File: config.mk
export PLATFORM = sky130hd
export DESIGN_NAME = cache_tag_store
export DESIGN_NICKNAME = d
export VERILOG_FILES = /design/src/rtl/ts_pkg.sv /design/src/rtl/ts_arbiter.sv /design/src/rtl/ts_array.sv /design/src/rtl/ts_lookup.sv /design/src/rtl/cache_tag_store.sv
export SDC_FILE = /design/constraint.sdc
export NUM_CORES = 2
export LEC_CHECK = 0
export BUFFER_PORTS_ARGS = -buffer_cell sky130_fd_sc_hd__buf_2
export CAP_MARGIN = 10
export CORE_MARGIN = 5
export CORE_UTILIZATION = 35
export CTS_BUF_LIST = sky130_fd_sc_hd__clkbuf_4 sky130_fd_sc_hd__clkbuf_8
export DETAILED_ROUTE_END_ITERATION = 7
export HOLD_SLACK_MARGIN = 0.06
export PLACE_DENSITY = 0.51
export SLEW_MARGIN = 15
export SYNTH_ARGS = -nofsm -noshare
export SYNTH_HDL_FRONTEND = slang
export SYNTH_SLANG_ARGS = --single-unit
File: constraint.sdc
create_clock -name clk -period 5.08 [get_ports clk]
set_input_delay 0.762 -clock clk [delete_from_list [all_inputs] [get_ports clk]]
set_output_delay 0.762 -clock clk [all_outputs]
set_load 0.02 [all_outputs]
File: src/rtl/ts_pkg.sv
package ts_pkg;
  localparam int OFS_W = 5;

  localparam logic [1:0] CPU_RD   = 2'd0;
  localparam logic [1:0] CPU_WR   = 2'd1;
  localparam logic [1:0] CPU_FILL = 2'd2;

  typedef enum logic [2:0] {
    K_RD,
    K_WR,
    K_FILL,
    K_SRD,
    K_SINV
  } kind_e;
endpackage

File: src/rtl/ts_arbiter.sv
module ts_arbiter
  import ts_pkg::*;
#(
  parameter int ADDR_W = 32
) (
  input  logic              cpu_valid,
  output logic              cpu_ready,
  input  logic [1:0]        cpu_op,
  input  logic [ADDR_W-1:0] cpu_addr,
  input  logic              cpu_fill_shared,
  input  logic [1:0]        cpu_fill_bad_par,
  input  logic              snp_valid,
  output logic              snp_ready,
  input  logic              snp_op,
  input  logic [ADDR_W-1:0] snp_addr,
  output logic              sel_valid,
  output logic              sel_snoop,
  output kind_e             sel_kind,
  output logic [ADDR_W-1:0] sel_addr,
  output logic              sel_shared,
  output logic [1:0]        sel_bad
);
  assign snp_ready  = 1'b1;
  assign cpu_ready  = !snp_valid;
  assign sel_valid  = snp_valid || cpu_valid;
  assign sel_snoop  = snp_valid;
  assign sel_addr   = snp_valid ? snp_addr : cpu_addr;
  assign sel_shared = cpu_fill_shared && !snp_valid;
  assign sel_bad    = snp_valid ? 2'b00 : cpu_fill_bad_par;

  always_comb begin
    if (snp_valid) begin
      sel_kind = snp_op ? K_SINV : K_SRD;
    end else begin
      case (cpu_op)
        CPU_WR:   sel_kind = K_WR;
        CPU_FILL: sel_kind = K_FILL;
        default:  sel_kind = K_RD;
      endcase
    end
  end
endmodule

File: src/rtl/ts_array.sv
module ts_array #(
  parameter int LINES = 64,
  parameter int TAG_W = 21,
  localparam int IDX_W = $clog2(LINES)
) (
  input  logic             clk,
  input  logic             rst_n,
  input  logic [IDX_W-1:0] rd_idx,
  output logic [TAG_W-1:0] rd_tag,
  output logic             rd_v,
  output logic             rd_s,
  output logic             rd_d,
  output logic             rd_cpar,
  output logic             rd_tpar,
  input  logic             we,
  input  logic [IDX_W-1:0] wr_idx,
  input  logic [TAG_W-1:0] wr_tag,
  input  logic             wr_v,
  input  logic             wr_s,
  input  logic             wr_d,
  input  logic             wr_cpar,
  input  logic             wr_tpar
);
  logic [TAG_W-1:0] tag_q [LINES];
  logic [LINES-1:0] v_q, s_q, d_q, cp_q, tp_q;

  assign rd_tag  = tag_q[rd_idx];
  assign rd_v    = v_q[rd_idx];
  assign rd_s    = s_q[rd_idx];
  assign rd_d    = d_q[rd_idx];
  assign rd_cpar = cp_q[rd_idx];
  assign rd_tpar = tp_q[rd_idx];

  always_ff @(posedge clk) begin
    if (!rst_n) begin
      v_q  <= '0;
      s_q  <= '0;
      d_q  <= '0;
      cp_q <= '0;
      tp_q <= '0;
      for (int i = 0; i < LINES; i++) tag_q[i] <= '0;
    end else if (we) begin
      tag_q[wr_idx] <= wr_tag;
      v_q[wr_idx]   <= wr_v;
      s_q[wr_idx]   <= wr_s;
      d_q[wr_idx]   <= wr_d;
      cp_q[wr_idx]  <= wr_cpar;
      tp_q[wr_idx]  <= wr_tpar;
    end
  end
endmodule

File: src/rtl/ts_lookup.sv
module ts_lookup
  import ts_pkg::*;
#(
  parameter int TAG_W = 21
) (
  input  logic             req_valid,
  input  kind_e            kind,
  input  logic [TAG_W-1:0] req_tag,
  input  logic             fill_shared,
  input  logic [1:0]       fill_bad,
  input  logic [TAG_W-1:0] st_tag,
  input  logic             st_v,
  input  logic             st_s,
  input  logic             st_d,
  input  logic             st_cpar,
  input  logic             st_tpar,
  output logic             hit,
  output logic             par_err,
  output logic             wb_req,
  output logic             we,
  output logic [TAG_W-1:0] nx_tag,
  output logic             nx_v,
  output logic             nx_s,
  output logic             nx_d,
  output logic             nx_cpar,
  output logic             nx_tpar
);
  logic is_fill, is_cpu_look, ctrl_bad, tag_bad;

  assign is_fill     = (kind == K_FILL);
  assign is_cpu_look = (kind == K_RD) || (kind == K_WR);
  assign ctrl_bad    = (st_v ^ st_s ^ st_d) ^ st_cpar;
  assign tag_bad     = (^st_tag) ^ st_tpar;
  assign par_err     = req_valid && !is_fill && (ctrl_bad || tag_bad);
  assign hit         = req_valid && !is_fill && !par_err && st_v && (st_tag == req_tag);
  assign wb_req      = req_valid && is_cpu_look && !hit && !par_err && st_v && st_d;

  always_comb begin
    we     = 1'b0;
    nx_tag = st_tag;
    nx_v   = st_v;
    nx_s   = st_s;
    nx_d   = st_d;
    if (req_valid && is_fill) begin
      we     = 1'b1;
      nx_tag = req_tag;
      nx_v   = 1'b1;
      nx_s   = fill_shared;
      nx_d   = 1'b0;
    end else if (hit) begin
      case (kind)
        K_WR:   begin we = 1'b1; nx_d = 1'b1; end
        K_SRD:  begin we = 1'b1; nx_s = 1'b1; end
        K_SINV: begin we = 1'b1; nx_v = 1'b0; end
        default: we = 1'b0;
      endcase
    end
    nx_cpar = (nx_v ^ nx_s ^ nx_d) ^ (is_fill && fill_bad[0]);
    nx_tpar = (^nx_tag) ^ (is_fill && fill_bad[1]);
  end
endmodule

File: src/rtl/cache_tag_store.sv
module cache_tag_store
  import ts_pkg::*;
#(
  parameter int ADDR_W = 32,
  parameter int LINES  = 64,
  localparam int IDX_W = $clog2(LINES),
  localparam int TAG_W = ADDR_W - IDX_W - OFS_W
) (
  input  logic              clk,
  input  logic              rst_n,
  input  logic              cpu_valid,
  output logic              cpu_ready,
  input  logic [1:0]        cpu_op,
  input  logic [ADDR_W-1:0] cpu_addr,
  input  logic              cpu_fill_shared,
  input  logic [1:0]        cpu_fill_bad_par,
  input  logic              snp_valid,
  output logic              snp_ready,
  input  logic              snp_op,
  input  logic [ADDR_W-1:0] snp_addr,
  output logic              rsp_valid,
  output logic              rsp_snoop,
  output logic              rsp_hit,
  output logic              rsp_shared,
  output logic              rsp_dirty,
  output logic              rsp_par_err,
  output logic              rsp_wb_req,
  output logic [TAG_W-1:0]  rsp_wb_tag,
  output logic [IDX_W-1:0]  rsp_wb_idx
);
  logic              sel_valid, sel_snoop, sel_shared;
  kind_e             sel_kind;
  logic [ADDR_W-1:0] sel_addr;
  logic [1:0]        sel_bad;
  logic [IDX_W-1:0]  idx;
  logic [TAG_W-1:0]  req_tag;

  logic [TAG_W-1:0]  st_tag, nx_tag;
  logic st_v, st_s, st_d, st_cpar, st_tpar;
  logic nx_v, nx_s, nx_d, nx_cpar, nx_tpar;
  logic hit, par_err, wb_req, we;

  ts_arbiter #(.ADDR_W(ADDR_W)) u_arb (
    .cpu_valid(cpu_valid), .cpu_ready(cpu_ready), .cpu_op(cpu_op),
    .cpu_addr(cpu_addr), .cpu_fill_shared(cpu_fill_shared),
    .cpu_fill_bad_par(cpu_fill_bad_par), .snp_valid(snp_valid),
    .snp_ready(snp_ready), .snp_op(snp_op), .snp_addr(snp_addr),
    .sel_valid(sel_valid), .sel_snoop(sel_snoop), .sel_kind(sel_kind),
    .sel_addr(sel_addr), .sel_shared(sel_shared), .sel_bad(sel_bad)
  );

  assign idx     = sel_addr[OFS_W +: IDX_W];
  assign req_tag = sel_addr[ADDR_W-1 -: TAG_W];

  ts_array #(.LINES(LINES), .TAG_W(TAG_W)) u_arr (
    .clk(clk), .rst_n(rst_n), .rd_idx(idx),
    .rd_tag(st_tag), .rd_v(st_v), .rd_s(st_s), .rd_d(st_d),
    .rd_cpar(st_cpar), .rd_tpar(st_tpar),
    .we(we), .wr_idx(idx), .wr_tag(nx_tag), .wr_v(nx_v), .wr_s(nx_s),
    .wr_d(nx_d), .wr_cpar(nx_cpar), .wr_tpar(nx_tpar)
  );

  ts_lookup #(.TAG_W(TAG_W)) u_look (
    .req_valid(sel_valid), .kind(sel_kind), .req_tag(req_tag),
    .fill_shared(sel_shared), .fill_bad(sel_bad),
    .st_tag(st_tag), .st_v(st_v), .st_s(st_s), .st_d(st_d),
    .st_cpar(st_cpar), .st_tpar(st_tpar),
    .hit(hit), .par_err(par_err), .wb_req(wb_req), .we(we),
    .nx_tag(nx_tag), .nx_v(nx_v), .nx_s(nx_s), .nx_d(nx_d),
    .nx_cpar(nx_cpar), .nx_tpar(nx_tpar)
  );

  always_ff @(posedge clk) begin
    if (!rst_n) begin
      rsp_valid   <= 1'b0;
      rsp_snoop   <= 1'b0;
      rsp_hit     <= 1'b0;
      rsp_shared  <= 1'b0;
      rsp_dirty   <= 1'b0;
      rsp_par_err <= 1'b0;
      rsp_wb_req  <= 1'b0;
      rsp_wb_tag  <= '0;
      rsp_wb_idx  <= '0;
    end else begin
      rsp_valid   <= sel_valid;
      rsp_snoop   <= sel_valid && sel_snoop;
      rsp_hit     <= hit;
      rsp_shared  <= hit && st_s;
      rsp_dirty   <= hit && st_d;
      rsp_par_err <= par_err;
      rsp_wb_req  <= wb_req;
      rsp_wb_tag  <= wb_req ? st_tag : '0;
      rsp_wb_idx  <= wb_req ? idx : '0;
    end
  end

  // an accepted request always yields a response in the next cycle
  a_r11_resp_next: assert property (@(posedge clk) disable iff (!rst_n)
    ((cpu_valid && cpu_ready) || (snp_valid && snp_ready)) |=> rsp_valid);

  // no acceptance, no response
  a_r11_idle_quiet: assert property (@(posedge clk) disable iff (!rst_n)
    (!cpu_valid && !snp_valid) |=> !rsp_valid);

  // contention resolves toward the snoop
  a_r10_snoop_first: assert property (@(posedge clk) disable iff (!rst_n)
    (cpu_valid && snp_valid) |=> (rsp_valid && rsp_snoop));

  // a parity error is never a hit nor a write-back
  a_r9_err_is_miss: assert property (@(posedge clk) disable iff (!rst_n)
    rsp_par_err |-> (!rsp_hit && !rsp_wb_req));

  // write-back only comes from a processor miss
  a_r5_wb_cpu_miss: assert property (@(posedge clk) disable iff (!rst_n)
    rsp_wb_req |-> (rsp_valid && !rsp_hit && !rsp_snoop));
endmodule

==> results.md <==
- In the final layout, the multi-input gates occupy 25100 µm².
- Clock skew on the completed layout was measured at 86.5 ps.
- The I/O pin count is 110.
- The count of flip-flops with a built-in enable after synthesis is 1344.
- The critical path data required time is about 5800 ps.
- The starting density of the core is 35.2%.
- The highest attainable clock frequency is 195 MHz.
- The area overhead of the layout relative to synthesis is 27.5%.
- The clock tree from TritonCTS is yes.
- Cells fill 44.9% of the core in the end.
- Summing every instance area after synthesis gives 74800 µm².
- In this run the remaining antenna-violating nets after routing total 0.
- The clock-pin slew of the registers on the worst-case setup and hold paths is 60 ps.
- The sequential cells in the finished layout cover a total of 47400 µm².
- The worst setup path is captured at a flip-flop.
- The maximum root-to-sink buffer count is 4.
- The die extent in x is 472 µm.
- CTS placed an instance of sky130_fd_sc_hd__clkbuf_8 at the clock tree root.
- The average instance in the mapped netlist occupies about 11 µm².
- Setup violations remaining at the end of the flow were counted as 43.
- The number of nets in the synthesized netlist is ~6700.
- The cell with the largest stage delay on the worst path is sky130_fd_sc_hd__nor3_1.
- The top fanout value on the critical path is 15.
- The top cell family by delay on the critical path is simple AND/OR/NAND/NOR gates.
- After floorplanning, the core was sized to cover 213000 µm².
- The overall die area is 223000 µm².
- Leaving out fill and tap cells, the most frequent cell in the layout is sky130_fd_sc_hd__nor2_1.
- On the worst path, the slowest cell contributes a delay of 810 ps.
- The total clock buffers created by CTS is 315.
- Of all flip-flops after synthesis, the portion carrying an async set or reset was 0%.
- The sequential area share after synthesis is ~63%.
- The total of buffers placed on input and output ports is 98.
- The residual DRC count is 0.
- The number of H-tree levels is 5.
- The signal on the critical path passes through buf_12 > buf_12 > or3b_4 > o31a_4 > buf_4 > o22ai_1 > nor3_1 > nor3_1 > nor4_2 > nand4_1 > buf_4 > xnor2_1 > xnor3_1 > xnor3_2 > nand3_4 > o21a_4 > buf_8 > buf_8 > o31a_1 > clkinvlp_4 > buf_8 > buf_12.
- The reported leakage power is roughly 37 nW.
- The count of unique library cells instantiated by Yosys is 75.
- The warning count from the yosys run is 0.
- The filler cell count in the final layout is 19700.
- For this run the aggregate overflow at the end of global routing stands at 0.
- The class of the tightest hold or removal check is input pin to flip-flop.
- For this run, the total global-route usage over all layers was measured as 25.9%.
- At the pin with the least slew margin, the transition time is 1200 ps.
- The final reports fail on setup timing.
- The clock insertion delay at the later pin of the skew report is 1090 ps.
- The type of element launching the critical path is an input pin.
- The detailed router placed 59900 vias in this run.
- Measured along the y axis, the die boundary spans between 400 and 500 µm.
- Counting flops and latches in the post-synthesis netlist gives between 1500 and 2000.
- For this design, the sink count on the clock tree is between 1500 and 2000.
- Dividing the final minimum period by the clock period gives 101%.
- The critical path is of the input pin to flip-flop type.
- The tool flagged a number of max-cap violations equal to 0.
- In the layout the commonest cells are sky130_fd_sc_hd__nor2_1 (1473), sky130_fd_sc_hd__edfxtp_1 (1344), sky130_fd_sc_hd__buf_4 (764), sky130_fd_sc_hd__nand2_1 (568), sky130_fd_sc_hd__dfxtp_1 (354).
- Using the TritonRoute via totals, the vias-per-cell ratio works out to 5.70.
- The final setup slack of the worst path is -59.8 ps.
- The initial antenna violation count came to 11.
- The largest vdd supply drop is 1.59 mV.
- The global-route wire length before repair is 422000 µm.
- The minimum period implied by the final worst setup slack is 5140 ps.
- The count of nets after finishing is approximately 7500.
- After the first detailed-routing iteration, the DRC count stood at 7636.
- The predominant post-synthesis flop cell is sky130_fd_sc_hd__edfxtp_1.
- The power density of the placed cells is approximately 390 nW/µm².
- Entering global routing, the biggest net connects 65 pins.
- The run finished, with violations left.
- In this run the tightest slew margin relative to its limit is 19.7%.
- The final routed wire length divided by cell count is 28.7 µm.
- The number of instances in the synthesized netlist is 6592.
- The final weighted congestion in routability-driven placement is 0.939.
- The total negative slack for setup checks is -1760 ps.
- The count of final hold-check violations is 0.
- The routed design has 301000 µm of wire.
- The max-slew violation count is 0.
- Before antenna repair, the detailed router went through 6 iterations.
- Setup repair after global routing could not meet its margin everywhere.
- Once detailed placement completed, the half-perimeter wirelength came to 204000 µm.
- The count of standard-cell rows is around 170.
- In the final layout, the share of cells above drive strength 1 is a little over a quarter.
- The number of global-route vias before repair is about 57000.
- The critical path contains buffers and inverters numbering 9 combined.
- The signal arrival time at the worst endpoint is 5860 ps.
==> worst reg2reg max path, delay by kind of cell (launching register included) <==
family / cells / cell delay [ps]
xor gates and xnor gates: 3 / 850
AOI/OAI and AO/OA: 6 / 1870
buffers and inverters: 6 / 910
muxes: 1 / 170
and+or+nand+nor: 2 / 310
DFF: 1 / 370
==> synthesized netlist by cell type (10+ instances only) <==
cell,instances,share of area [%]
sky130_fd_sc_hd__nor4_1,32,0.27
sky130_fd_sc_hd__a32oi_1,90,1.1
sky130_fd_sc_hd__nor2b_1,11,0.092
sky130_fd_sc_hd__buf_4,42,0.42
sky130_fd_sc_hd__o22ai_1,269,2.2
sky130_fd_sc_hd__dfxtp_1,354,9.5
sky130_fd_sc_hd__nor3_1,118,0.79
sky130_fd_sc_hd__a221oi_1,16,0.19
sky130_fd_sc_hd__nor2_1,1491,7.5
sky130_fd_sc_hd__mux2_2,14,0.21
sky130_fd_sc_hd__nand4_1,17,0.14
sky130_fd_sc_hd__nor3_2,61,0.82
sky130_fd_sc_hd__buf_1,44,0.22
sky130_fd_sc_hd__a21oi_1,67,0.45
sky130_fd_sc_hd__o32ai_2,63,1.4
sky130_fd_sc_hd__o31a_1,65,0.76
sky130_fd_sc_hd__nand2_1,581,2.9
sky130_fd_sc_hd__buf_6,20,0.30
sky130_fd_sc_hd__xnor2_1,53,0.62
sky130_fd_sc_hd__o221ai_1,17,0.20
sky130_fd_sc_hd__a22o_1,259,3.0
sky130_fd_sc_hd__inv_1,135,0.68
sky130_fd_sc_hd__a31oi_1,98,0.82
sky130_fd_sc_hd__a22oi_1,24,0.24
sky130_fd_sc_hd__nand3_1,191,1.3
sky130_fd_sc_hd__o21ai_0,99,0.66
sky130_fd_sc_hd__clkbuf_1,295,1.5
sky130_fd_sc_hd__edfxtp_1,1344,54
sky130_fd_sc_hd__or3_4,46,0.69
sky130_fd_sc_hd__xor2_1,10,0.12
sky130_fd_sc_hd__or3_1,20,0.17
sky130_fd_sc_hd__buf_2,238,1.6
sky130_fd_sc_hd__mux2i_1,307,4.1
==> per-layer routing <==
metal	track usage [%]	wire (µm)	share of wire [%]	up-vias
met5	0	0	0	-
met4	10.5	12900	4.3	0
met3	5.14	29600	9.8	604
met2	39.4	134000	44	3330
met1	36.4	125000	41	30300
li1	-	-	-	25600
==> logic make-up after synthesis <==
family / Yosys count / share of synthesized area (%)
multiplexers: 323 / 4.35
AND/OR/NAND/NOR: 2604 / 15.0
XOR/XNOR: 65 / 0.798
flip-flops: 1698 / 63.4
buffers and inverters: 774 / 4.69
AO/OA/AOI/OAI: 1127 / 11.7
other: 1 / 0.00501
==> report_power, final <==
group	switching, mW	leakage [nW]	internal, mW	total (mW)
logic	5.63	16.6	3.09	8.71
clock network	5.90	3.25	7.30	13.2
registers	0.131	16.7	15.3	15.5
total	11.7	36.5	25.7	37.4
==> final timing paths <==
path | startpoint | cells past startpoint | end | slack [ps]
hold / removal | snp_addr[8] | 4 | rsp_wb_idx[3]$_SDFF_PN0_ | 170
setup reg to reg | u_arr.tag_q[9][18]$_SDFFCE_PN0P_ | 18 | u_arr.tag_q[0][8]$_SDFFCE_PN0P_ | 220
hold reg to reg | u_arr.cp_q[49]$_SDFFE_PN0P_ | 2 | u_arr.cp_q[49]$_SDFFE_PN0P_ | 470
setup / recovery | snp_valid | 22 | u_arr.tag_q[0][8]$_SDFFCE_PN0P_ | -60
==> registers in the layout, summed over array words and instances, names as in the netlist <==
signal and flops:
u_arr.tag_q 1344, u_arr.cp_q 64, u_arr.d_q 64, u_arr.s_q 64, u_arr.tp_q 64, u_arr.v_q 64
rsp_wb_tag 21, rsp_wb_idx 6, rsp_dirty 1, rsp_hit 1, rsp_par_err 1, rsp_shared 1
rsp_snoop 1, rsp_valid 1, rsp_wb_req 1
==> cell type report <==
class / count / share of cell area, %
Timing Repair Buffer: 1179 / 13.0
Sequential cell: 1698 / 49.7
Multi-Input combinational cell: 4120 / 26.3
Clock inverter: 86 / 0.567
Antenna cell: 11 / 0.0289
Clock buffer: 451 / 5.83
Inverter: 135 / 0.783
Tap cell: 2821 / 3.70
==> timing repair <==
| item | 4_1_cts | 5_1_grt |
|---|---|---|
| gates cloned | 6 | 10 |
| hold endpoints to repair | 3 | 0 |
| gates resized for setup | 122 | 153 |
| buffers inserted | 34 | 36 |
| endpoints found under the setup margin | 3016 | 2965 |
| hold buffers | 3 | 0 |
| pin swaps | 25 | 50 |
==> stage by stage <==
| step | setup slack, ps | instance area [µm²] | cells | hold slack (ps) | total power [mW] |
|---|---|---|---|---|---|
| floorplan | 6.09 | 75200 | 6592 | 431 | 19.1 |
| global placement | -1880 | 87000 | 9870 | 447 | 24.0 |
| detailed placement | -1840 | 87000 | 9870 | 455 | 23.9 |
| CTS | 2.57 | 94100 | 10500 | 90.3 | 37.2 |
| global route | -50.2 | 95400 | 10500 | 166 | 38.5 |
| finish | -59.8 | 95400 | 10500 | 165 | 37.4 |
No activity file was read; power rests on OpenSTA's default activity.
